File: src/rtl/hw_seq_pkg.sv
package hw_seq_pkg;

    localparam int WORD_W  = 16;
    localparam int OPC_W   = 3;
    localparam int N_OPC   = 1 << OPC_W;
    localparam int LOW_W   = 12;
    localparam int N_STATE = 7;   // states 0..6 are the only ones reached

    // bit positions of register-reference operations (decoded by position)
    localparam int K_CLA = 11;
    localparam int K_CLE = 10;
    localparam int K_CMA = 9;
    localparam int K_CME = 8;
    localparam int K_CIR = 7;
    localparam int K_CIL = 6;
    localparam int K_INC = 5;
    localparam int K_SPA = 4;
    localparam int K_SNA = 3;
    localparam int K_SZA = 2;
    localparam int K_SZE = 1;
    localparam int K_HLT = 0;

    // bit positions of I/O operations
    localparam int K_INP = 11;
    localparam int K_OUT = 10;
    localparam int K_SKI = 9;
    localparam int K_SKO = 8;
    localparam int K_ION = 7;
    localparam int K_IOF = 6;

    typedef enum logic [2:0] {
        BUS_NONE = 3'd0,
        BUS_AR   = 3'd1,
        BUS_PC   = 3'd2,
        BUS_DR   = 3'd3,
        BUS_AC   = 3'd4,
        BUS_IR   = 3'd5,
        BUS_TR   = 3'd6,
        BUS_MEM  = 3'd7
    } bus_src_e;

    typedef enum logic [3:0] {
        AC_HOLD = 4'd0,
        AC_AND  = 4'd1,
        AC_ADD  = 4'd2,
        AC_LOAD = 4'd3,
        AC_INP  = 4'd4,
        AC_CLR  = 4'd5,
        AC_CMP  = 4'd6,
        AC_SHR  = 4'd7,
        AC_SHL  = 4'd8,
        AC_INC  = 4'd9
    } ac_fn_e;

    typedef enum logic [1:0] {
        E_HOLD = 2'd0,
        E_CLR  = 2'd1,
        E_CMP  = 2'd2
    } e_fn_e;

    typedef struct packed {
        bus_src_e bus;
        logic     mem_rd;
        logic     mem_wr;
        logic     ar_ld;
        logic     ar_inc;
        logic     ar_clr;
        logic     pc_ld;
        logic     pc_inc;
        logic     pc_clr;
        logic     dr_ld;
        logic     dr_inc;
        logic     ir_ld;
        logic     tr_ld;
        logic     outr_ld;
        ac_fn_e   ac_fn;
        e_fn_e    e_fn;
        logic     fgi_clr;
        logic     fgo_clr;
        logic     sc_clr;
        logic     halt_set;
        logic     ien_set;
        logic     ien_clr;
        logic     r_clr;
    } ctl_t;

endpackage

File: src/rtl/hw_seq_timer.sv
module hw_seq_timer #(
    parameter int SC_W = 4,
    parameter int N_ST = 7
) (
    input  logic            clk,
    input  logic            rst,
    input  logic            clr,
    input  logic            hold,
    output logic [SC_W-1:0] cnt,
    output logic [N_ST-1:0] hot
);
    localparam logic [SC_W-1:0] ONE = SC_W'(1);

    always_ff @(posedge clk) begin
        if (rst)       cnt <= '0;
        else if (hold) cnt <= cnt;
        else if (clr)  cnt <= '0;
        else           cnt <= cnt + ONE;
    end

    for (genvar g = 0; g < N_ST; g++) begin : g_dec
        localparam logic [SC_W-1:0] KV = SC_W'(g);
        assign hot[g] = (cnt == KV);
    end
endmodule

File: src/rtl/hw_seq_opdec.sv
module hw_seq_opdec
    import hw_seq_pkg::*;
(
    input  logic             clk,
    input  logic             rst,
    input  logic             load,
    input  logic [OPC_W:0]   ir_top,
    output logic             ind,
    output logic [N_OPC-1:0] d_hot
);
    logic [OPC_W-1:0] opc;

    always_ff @(posedge clk) begin
        if (rst) begin
            ind <= 1'b0;
            opc <= '0;
        end else if (load) begin
            ind <= ir_top[OPC_W];
            opc <= ir_top[OPC_W-1:0];
        end
    end

    for (genvar g = 0; g < N_OPC; g++) begin : g_op
        localparam logic [OPC_W-1:0] OV = OPC_W'(g);
        assign d_hot[g] = (opc == OV);
    end
endmodule

File: src/rtl/hw_seq_irq.sv
module hw_seq_irq (
    input  logic       clk,
    input  logic       rst,
    input  logic [2:0] hot_lo,
    input  logic       fgi,
    input  logic       fgo,
    input  logic       ien_set,
    input  logic       ien_clr,
    input  logic       r_clr,
    input  logic       halt_set,
    output logic       ien,
    output logic       irq_r,
    output logic       halted
);
    logic r_req;
    assign r_req = ~(|hot_lo) & ien & (fgi | fgo);

    always_ff @(posedge clk) begin
        if (rst) begin
            ien    <= 1'b0;
            irq_r  <= 1'b0;
            halted <= 1'b0;
        end else begin
            if (ien_clr)      ien <= 1'b0;
            else if (ien_set) ien <= 1'b1;
            if (r_clr)        irq_r <= 1'b0;
            else if (r_req)   irq_r <= 1'b1;
            if (halt_set)     halted <= 1'b1;
        end
    end
endmodule

File: src/rtl/hw_seq_ctl.sv
module hw_seq_ctl
    import hw_seq_pkg::*;
(
    input  logic [N_STATE-1:0] t_hot,
    input  logic [N_OPC-1:0]   d_hot,
    input  logic               ind,
    input  logic               irq_r,
    input  logic               halted,
    input  logic [LOW_W-1:0]   ir_lo,
    input  logic               dr_zero,
    input  logic               ac_neg,
    input  logic               ac_zero,
    input  logic               e_flag,
    input  logic               fgi,
    input  logic               fgo,
    output ctl_t               c
);
    always_comb begin
        c = '0;
        if (halted) begin
            c = '0;
        end else if (irq_r && t_hot[0]) begin
            c.bus = BUS_PC;  c.ar_clr = 1'b1; c.tr_ld = 1'b1;
        end else if (irq_r && t_hot[1]) begin
            c.bus = BUS_TR;  c.mem_wr = 1'b1; c.pc_clr = 1'b1;
        end else if (irq_r && t_hot[2]) begin
            c.pc_inc = 1'b1; c.ien_clr = 1'b1; c.r_clr = 1'b1; c.sc_clr = 1'b1;
        end else if (t_hot[0]) begin
            c.bus = BUS_PC;  c.ar_ld = 1'b1;
        end else if (t_hot[1]) begin
            c.bus = BUS_MEM; c.mem_rd = 1'b1; c.ir_ld = 1'b1; c.pc_inc = 1'b1;
        end else if (t_hot[2]) begin
            c.bus = BUS_IR;  c.ar_ld = 1'b1;
        end else if (t_hot[3]) begin
            if (d_hot[7] && !ind) begin
                c.sc_clr = 1'b1;
                if (ir_lo[K_CLA])      c.ac_fn = AC_CLR;
                else if (ir_lo[K_CMA]) c.ac_fn = AC_CMP;
                else if (ir_lo[K_CIR]) c.ac_fn = AC_SHR;
                else if (ir_lo[K_CIL]) c.ac_fn = AC_SHL;
                else if (ir_lo[K_INC]) c.ac_fn = AC_INC;
                if (ir_lo[K_CLE])      c.e_fn = E_CLR;
                else if (ir_lo[K_CME]) c.e_fn = E_CMP;
                c.pc_inc = (ir_lo[K_SPA] & ~ac_neg) | (ir_lo[K_SNA] & ac_neg)
                         | (ir_lo[K_SZA] & ac_zero) | (ir_lo[K_SZE] & ~e_flag);
                c.halt_set = ir_lo[K_HLT];
            end else if (d_hot[7]) begin
                c.sc_clr = 1'b1;
                if (ir_lo[K_INP]) begin
                    c.ac_fn = AC_INP; c.fgi_clr = 1'b1;
                end
                if (ir_lo[K_OUT]) begin
                    c.bus = BUS_AC; c.outr_ld = 1'b1; c.fgo_clr = 1'b1;
                end
                c.pc_inc  = (ir_lo[K_SKI] & fgi) | (ir_lo[K_SKO] & fgo);
                c.ien_set = ir_lo[K_ION];
                c.ien_clr = ir_lo[K_IOF];
            end else if (ind) begin
                c.bus = BUS_MEM; c.mem_rd = 1'b1; c.ar_ld = 1'b1;
            end
        end else if (t_hot[4]) begin
            if (d_hot[0] || d_hot[1] || d_hot[2] || d_hot[6]) begin
                c.bus = BUS_MEM; c.mem_rd = 1'b1; c.dr_ld = 1'b1;
            end
            if (d_hot[3]) begin
                c.bus = BUS_AC; c.mem_wr = 1'b1; c.sc_clr = 1'b1;
            end
            if (d_hot[4]) begin
                c.bus = BUS_AR; c.pc_ld = 1'b1; c.sc_clr = 1'b1;
            end
            if (d_hot[5]) begin
                c.bus = BUS_PC; c.mem_wr = 1'b1; c.ar_inc = 1'b1;
            end
        end else if (t_hot[5]) begin
            if (d_hot[0]) begin c.ac_fn = AC_AND;  c.sc_clr = 1'b1; end
            if (d_hot[1]) begin c.ac_fn = AC_ADD;  c.sc_clr = 1'b1; end
            if (d_hot[2]) begin c.ac_fn = AC_LOAD; c.sc_clr = 1'b1; end
            if (d_hot[5]) begin
                c.bus = BUS_AR; c.pc_ld = 1'b1; c.sc_clr = 1'b1;
            end
            if (d_hot[6]) c.dr_inc = 1'b1;
        end else if (t_hot[6]) begin
            c.bus = BUS_DR; c.mem_wr = 1'b1; c.pc_inc = dr_zero; c.sc_clr = 1'b1;
        end
    end
endmodule

File: src/rtl/hw_seq_ctrl.sv
module hw_seq_ctrl
    import hw_seq_pkg::*;
#(
    parameter int SC_W = 4
) (
    input  logic              clk,
    input  logic              rst,
    input  logic [WORD_W-1:0] ir_word,
    input  logic              dr_zero,
    input  logic              ac_neg,
    input  logic              ac_zero,
    input  logic              e_flag,
    input  logic              fgi,
    input  logic              fgo,
    output logic [2:0]        bus_sel,
    output logic              mem_rd,
    output logic              mem_wr,
    output logic              ar_ld,
    output logic              ar_inc,
    output logic              ar_clr,
    output logic              pc_ld,
    output logic              pc_inc,
    output logic              pc_clr,
    output logic              dr_ld,
    output logic              dr_inc,
    output logic              ir_ld,
    output logic              tr_ld,
    output logic              outr_ld,
    output logic [3:0]        ac_fn,
    output logic [1:0]        e_fn,
    output logic              fgi_clr,
    output logic              fgo_clr,
    output logic              ien,
    output logic              irq_r,
    output logic              halted,
    output logic [SC_W-1:0]   t_count
);
    logic [N_STATE-1:0] t_hot;
    logic [N_OPC-1:0]   d_hot;
    logic               ind;
    ctl_t               c;

    hw_seq_timer #(.SC_W(SC_W), .N_ST(N_STATE)) u_timer (
        .clk (clk), .rst (rst), .clr (c.sc_clr), .hold (halted),
        .cnt (t_count), .hot (t_hot)
    );

    hw_seq_opdec u_opdec (
        .clk    (clk),
        .rst    (rst),
        .load   (t_hot[2] & ~irq_r & ~halted),
        .ir_top (ir_word[WORD_W-1:LOW_W]),
        .ind    (ind),
        .d_hot  (d_hot)
    );

    hw_seq_irq u_irq (
        .clk (clk), .rst (rst), .hot_lo (t_hot[2:0]), .fgi (fgi), .fgo (fgo),
        .ien_set (c.ien_set), .ien_clr (c.ien_clr), .r_clr (c.r_clr),
        .halt_set (c.halt_set), .ien (ien), .irq_r (irq_r), .halted (halted)
    );

    hw_seq_ctl u_ctl (
        .t_hot (t_hot), .d_hot (d_hot), .ind (ind), .irq_r (irq_r),
        .halted (halted), .ir_lo (ir_word[LOW_W-1:0]), .dr_zero (dr_zero),
        .ac_neg (ac_neg), .ac_zero (ac_zero), .e_flag (e_flag),
        .fgi (fgi), .fgo (fgo), .c (c)
    );

    assign bus_sel = c.bus;
    assign mem_rd  = c.mem_rd;
    assign mem_wr  = c.mem_wr;
    assign ar_ld   = c.ar_ld;
    assign ar_inc  = c.ar_inc;
    assign ar_clr  = c.ar_clr;
    assign pc_ld   = c.pc_ld;
    assign pc_inc  = c.pc_inc;
    assign pc_clr  = c.pc_clr;
    assign dr_ld   = c.dr_ld;
    assign dr_inc  = c.dr_inc;
    assign ir_ld   = c.ir_ld;
    assign tr_ld   = c.tr_ld;
    assign outr_ld = c.outr_ld;
    assign ac_fn   = c.ac_fn;
    assign e_fn    = c.e_fn;
    assign fgi_clr = c.fgi_clr;
    assign fgo_clr = c.fgo_clr;
endmodule

File: config.mk
export PLATFORM = sky130hd
export DESIGN_NAME = hw_seq_ctrl
export DESIGN_NICKNAME = d
export VERILOG_FILES = /design/src/rtl/hw_seq_pkg.sv /design/src/rtl/hw_seq_timer.sv /design/src/rtl/hw_seq_opdec.sv /design/src/rtl/hw_seq_irq.sv /design/src/rtl/hw_seq_ctl.sv /design/src/rtl/hw_seq_ctrl.sv
export SDC_FILE = /design/constraint.sdc
export NUM_CORES = 1
export LEC_CHECK = 0
export BUFFER_PORTS_ARGS = -buffer_cell sky130_fd_sc_hd__clkbuf_2
export CAP_MARGIN = 25
export CORE_MARGIN = 2
export CORE_UTILIZATION = 52
export CTS_CLUSTER_SIZE = 8
export DETAILED_ROUTE_END_ITERATION = 8
export PLACE_DENSITY_LB_ADDON = 0.2
export SETUP_SLACK_MARGIN = 0.1
export SLEW_MARGIN = 25
export SYNTH_ARGS = -nofsm -noshare
export SYNTH_HDL_FRONTEND = slang
export SYNTH_SLANG_ARGS = --single-unit
File: constraint.sdc
create_clock -name clk -period 3.9 [get_ports clk]
set_clock_uncertainty 0.15 [all_clocks]
set_input_delay 0.78 -clock clk [delete_from_list [all_inputs] [get_ports clk]]
set_output_delay 0.78 -clock clk [all_outputs]
set_load 0.02 [all_outputs]
After elaboration in Yosys (flattened, before gate mapping):

Cells that the tools add are included.

* register bits after elaboration: 11
* latch bits: 0
* bits in writable memories: 0
* bits in read-only memories: 0
* input port bits: 24
* output and inout bits: 31
* logic and storage cells: 205
* memories: 0

* add/sub/neg operators: 1
* multipliers: 0
* divide/modulo/power cells: 0
* magnitude comparators: 0
* equality and inequality tests: 13
* shift operators: 0
* mux-type cells: 152
* bitwise operators: 20
* reduce and logical (&&, ||, !) cells: 13

Operators by type and width (number)
* 2-to-1 mux 4 bit: 43
* 2-to-1 mux 1 bit: 62
* 2-to-1 mux 3 bit: 17
* 2-to-1 mux 2 bit: 20
* 2-to-1 mux 13 bit: 3
* 2-to-1 mux 29 bit: 1
* 2-to-1 mux 14 bit: 2
* == test 3 bit, second input constant: 4
* == test 4 x 3 -> 1 bit, second input constant: 3
* bitwise AND 1 bit: 10
* 2-to-1 mux 9 bit: 1
* == test 4 x 2 -> 1 bit, second input constant: 2
* 2-to-1 mux 7 bit: 1
* == test 3 x 2 -> 1 bit, second input constant: 2
* 2-to-1 mux 6 bit: 1
* 2-to-1 mux 5 bit: 1
* inverter 1 bit: 5
* OR 1 bit: 5
* adder 4 x 1 -> 4 bit, second input constant: 1
* == test 4 x 1 -> 1 bit, second input constant: 1
* logical AND 1 bit: 4
* zero test 4 bit: 1
* OR reduction 2 bit: 2
* == test 3 x 1 -> 1 bit, second input constant: 1
* 4 further kinds: 6

Longest topological paths before layout:

* depth in word-level cells: 34
* gate-level depth with buffers: 8
* depth with buffers taken out: 7

Modules after synthesis:

Synthesis repeated with hierarchy kept, for this count alone.

* cell total of the unflattened synthesis: 178
* area total of the unflattened synthesis: 1275.0 um2

By module, submodules not included
* hw_seq_ctl: instances 1, cells an instance 110, area each 684.4 um2, seq. area each 0.0 um2
* hw_seq_timer: instances 1, cells an instance 34, area each 274.0 um2, seq. area each 80.1 um2
* hw_seq_opdec: instances 1, cells an instance 22, area each 198.9 um2, seq. area each 80.1 um2
* hw_seq_irq: instances 1, cells an instance 11, area each 105.1 um2, seq. area each 60.1 um2
* hw_seq_ctrl: instances 1, cells an instance 1, area each 12.5 um2, seq. area each 0.0 um2

Worst setup path after synthesis:

OpenSTA, ideal clock, no wires.

* path type: flip-flop to output port
* start: register u_timer.cnt[0]
* end: output port outr_ld
* arrival: 2.361 ns
* required time: 2.970 ns
* slack: 0.609 ns
* cell stages (with the launch flop): 8
* path buffers: 2
* cells stage by stage: dfxtp_1 inv_1 ha_1 buf_6 nor3_2 nand4_4 nor4_1 buf_4

* cells in the longest elaborated chain, start to end: 9
* elaborated cells between the ends (all ways): 15
* classes of those cells: eq/ne (3); mux (8); reduce/logical (4)

RTL lines
* start: declaration: RTL line hw_seq_timer.sv:9 `output logic [SC_W-1:0] cnt,`
* start signal: assignment: RTL line hw_seq_timer.sv:16 `else if (hold) cnt <= cnt;`
* start signal: assignment: RTL line hw_seq_timer.sv:18 `else cnt <= cnt + ONE;`
* == test 4 x 2 -> 1 bit: RTL line hw_seq_timer.sv:23 `assign hot[g] = (cnt == KV);`
* 2-to-1 mux 1 bit: RTL line hw_seq_ctl.sv:34 `end else if (t_hot[3]) begin`
* 2-to-1 mux 13 bit: RTL line hw_seq_ctl.sv:32 `end else if (t_hot[2]) begin`
* 2-to-1 mux 13 bit: RTL line hw_seq_ctl.sv:30 `end else if (t_hot[1]) begin`
* 2-to-1 mux 13 bit: RTL line hw_seq_ctl.sv:28 `end else if (t_hot[0]) begin`
* 2-to-1 mux 9 bit: RTL line hw_seq_ctl.sv:26 `end else if (irq_r && t_hot[2]) begin`
* 2-to-1 mux 14 bit: RTL line hw_seq_ctl.sv:24 `end else if (irq_r && t_hot[1]) begin`
* 2-to-1 mux 14 bit (*): RTL line hw_seq_ctl.sv:22 `end else if (irq_r && t_hot[0]) begin`
* 2-to-1 mux 29 bit (*): RTL line hw_seq_ctl.sv:20 `if (halted) begin`
* end: declaration: RTL line hw_seq_ctrl.sv:28 `output logic outr_ld,`

Mark *: on every way between the ends. The rest lies on a longest branch, timed or not.

Worst setup path in the final report:

* start: register u_timer.cnt[0]
* end: output port ac_fn[1]

* cells in the longest elaborated chain, start to end: 11
* elaborated cells between the ends (all ways): 19
* classes of those cells: eq/ne (5); mux (10); reduce/logical (4)

RTL lines
* == test 4 x 3 -> 1 bit: RTL line hw_seq_timer.sv:23
* 2-to-1 mux 4 bit: RTL line hw_seq_ctl.sv:74 `end else if (t_hot[5]) begin`
* 2-to-1 mux 4 bit: RTL line hw_seq_ctl.sv:61 `end else if (t_hot[4]) begin`
* 2-to-1 mux 4 bit: RTL line hw_seq_ctl.sv:34
* 2-to-1 mux 13 bit: RTL line hw_seq_ctl.sv:32
* 2-to-1 mux 13 bit: RTL line hw_seq_ctl.sv:30
* 2-to-1 mux 13 bit: RTL line hw_seq_ctl.sv:28
* 2-to-1 mux 9 bit: RTL line hw_seq_ctl.sv:26
* 2-to-1 mux 14 bit: RTL line hw_seq_ctl.sv:24
* 2-to-1 mux 14 bit (*): RTL line hw_seq_ctl.sv:22
* 2-to-1 mux 29 bit (*): RTL line hw_seq_ctl.sv:20
* end: declaration: RTL line hw_seq_ctrl.sv:29 `output logic [3:0] ac_fn,`

Marks and branches as above.

==> qor.yml <==
timing:
  min_period_over_period_pct: 88.3
  slew_violations: 0
  setup_viol: 0
  hold_viol: 0
  timing.hold.ws_ns: 0.404
  rsz0062_at_grt: "no"
  tns_ns: 0
  min_period_ns: 3.44
  fmax_ghz: 0.290
  worst_pin_slew_ns: 0.781
  slew_headroom_pct: 47.8
global_routing:
  grt_max_degree: 21
  grt.total_usage_pct: 25.6
  grt_pass1_wl_um: 5410
  grt_pass1_vias: 1203
  grt_remaining_overflow: 0
  antenna_found_initial: 0
clocking:
  cts.sinks: 11
  cts_setup_buffers: 0
  cts-hold-fix-buffers: 0
  clk_pin_slew_worst_paths_ns: 0.07
  root_buffer: "clkbuf_4"
  cts.htree.levels: 1
  cts_tree: "done"
  postCtsResizedCells: 0
  numCtsBuffers: 3
  clock_latency_ns: 0.26
  cts_buffer_depth: 2
setup_path:
  crit_required_ns: 2.97
  path_buf_inv: 2
  critPathTopFamily: "simple AND/OR/NAND/NOR gates"
  startpoint_type: "register"
  crit_arrival_ns: 2.51
  path_cells: "inv_1, ha_1, nor3_2, nand4_4, nor2_4, nand2_4, o32ai_2, clkbuf_2"
  critPathLaunch: "u_timer.cnt[0]"
  timing.rr.start: "u_timer.cnt[0]"
  worstPathMaxFanout: 15
  reg2reg_setup_slack_ns: 1.67
  path_class: "reg2out"
  critical-path-slowest-cell: "dfxtp_1"
  slowest_delay_ns: 0.44
  worst_setup_path_end_kind: "primary output"
floorplan:
  start_util_pct: 53.4
  coreArea_mm2: 0.00241
  pin_count: 55
  dieArea_mm2: 0.00289
  dieWidth_um: 53.7
  fp-row-count: 18
  die_h_um: 53.7
power:
  p_sw_mw: 0.155
  p_leak_nw: 0.712
  p_seq_share_pct: 35.5
  pwr-share-comb_pct: 45.1
  switching_share_pct: 40.7
  intPower_mw: 0.226
  irDropWorstVdd_mv: 0.225
  power_frac_clock_pct: 19.5
  powerDensity_mw_per_mm2: 251
  power_mw: 0.380
finish:
  final_layout_size_suffix_gt1_share_pct: 35.3
  regArea_um2: 220
  fin_nets: 244
  multiInputGateArea_um2: 931
  syn_to_final_growth_pct: 17.8
  antennaDiodeCount: 0
  fillCellCount: 235
synthesis:
  async_flop_share_pct: 0
  yosys.cell_types.count: 59
  syn_inst: 172
  ys_seq_area_share_pct: 17.1
  yosysWarnings: 0
  synth_edf_count: 0
  synth_area_mm2: 0.00129
  synth_ff_type: "dfxtp_1"
  syn_area_per_cell_um2: 7.48
  synth_nets: 200
  ys_seq_elements: 11
place:
  dp.final_hpwl_um: 2830
  port_buffers: 54
  gp_congestion: 0.843
routing:
  antenna_left: 0
  drtPass1Iterations: 4
  drtIter0Drc: 47
  routed_wl_um: 3580
  wl_per_cell_um: 14.6
  dr_total_vias: 1432
  via_per_inst: 5.84
  drc_errors: 0
job:
  maxCapViolCount: 0
worst_hold_path:
  hp-class: "reg2reg"
  min_from: "u_timer.cnt[1]"
status:
  status: "finished, final reports clean"
-- state kept, by name, indices dropped and copies added (netlist names) --
register,flops
u_irq.irq_r,1
u_timer.cnt,4
u_irq.ien,1
u_irq.halted,1
u_opdec.ind,1
u_opdec.opc,3
-- power groups by stage --
stage	Sequential [mW]	Clock, mW	Combinational [mW]
after floorplan	0.132	0	0.134
after global placement	0.137	0	0.167
after detailed placement	0.137	0	0.170
after CTS	0.135	0.0794	0.170
after global routing	0.136	0.0857	0.186
final	0.135	0.0740	0.171
-- worst min-delay path, stage by stage, from the launching register on --
cell and delay, ns:
dfxtp_1 0.36, nand2_1 0.08, o22ai_1 0.06
-- layout by cell type (no fill, tap or decap), types with 3 or more instances in the layout --
cell type | synthesis | final
dfxtp_1 | 11 | 11
nor4_1 | 3 | 3
a21oi_1 | 5 | 5
mux2i_1 | 5 | 5
o22ai_1 | 6 | 6
inv_1 | 8 | 8
a31oi_1 | 3 | 3
clkbuf_2 | 0 | 54
and3_1 | 6 | 6
clkbuf_4 | 0 | 3
nand3_1 | 4 | 4
ha_1 | 4 | 4
nor3_1 | 5 | 5
xnor2_1 | 3 | 3
nand2_1 | 9 | 9
o21ai_0 | 7 | 7
nand2b_1 | 5 | 5
nor2_1 | 25 | 25
-- layer usage --
metal | global-route usage (%) | share of wire [%]
met1 | 35.8 | 41
met2 | 39.0 | 50
met3 | 2.50 | 7.4
met4 | 12.4 | 1.2
met5 | 0 | 0
-- cell families after synthesis --
family	Yosys count	share of synthesized area (%)
multiplexers	5	3.89
flip-flops	11	17.1
AO/OA/AOI/OAI	43	24.9
XOR/XNOR	4	2.72
buffers and inverters	23	10.5
adder cells (fa/ha/maj)	4	3.89
AND/OR/NAND/NOR	82	37.0
-- worst paths after layout --
check                                      end  depth (start not counted)
worst max-delay path                  ac_fn[1]                          8
worst min-delay path            u_timer.cnt[1]                          2
worst max register to register  u_timer.cnt[0]                          6
worst min register to register  u_timer.cnt[1]                          2
-- cells in the mapped netlist (all sizes together) (2+ instances only) --
| master | instances | area, µm² |
|---|---|---|
| nor2b | 2 | 12.5 |
| or2 | 3 | 18.8 |
| buf | 11 | 90.1 |
| o211ai | 2 | 20.0 |
| nand3 | 6 | 40.0 |
| nor3 | 6 | 35.0 |
| nand2 | 11 | 51.3 |
| a221oi | 2 | 23.8 |
| nor2 | 28 | 118 |
| o21ai | 8 | 40.0 |
| and3 | 6 | 37.5 |
| nor4 | 3 | 18.8 |
| ha | 4 | 50.1 |
| inv | 8 | 30.0 |
| a21oi | 5 | 25.0 |
| clkbuf | 4 | 15.0 |
| xnor2 | 3 | 26.3 |
| mux2i | 5 | 50.1 |
| o221ai | 2 | 17.5 |
| a22oi | 2 | 15.0 |
| or3 | 2 | 12.5 |
| a211oi | 3 | 27.5 |
| dfxtp | 11 | 220 |
| a31oi | 3 | 18.8 |
| nand3b | 3 | 26.3 |
| nand2b | 5 | 31.3 |
| o22ai | 6 | 37.5 |
-- cell type report --
class,count,area share (%)
inverter,8,1.98
timing repair buffer,54,17.8
clock buffer,4,1.73
sequential,11,14.5
multi-input combinational,138,61.4
tap,30,2.48
-- metrics by stage --
step | std cells | setup WS [ns] | area [µm²] | utilization (%)
2_1_floorplan | 172 | 0.609 | 1290 | -
3_3_place_gp | 241 | 0.901 | 1490 | 61.8
3_5_place_dp | 241 | 0.767 | 1490 | 61.8
4_1_cts | 245 | 0.463 | 1520 | 62.9
5_1_grt | 245 | 0.248 | 1520 | 62.9
6_report | 245 | 0.457 | 1520 | 62.9
(Power assumes the default switching activity.)
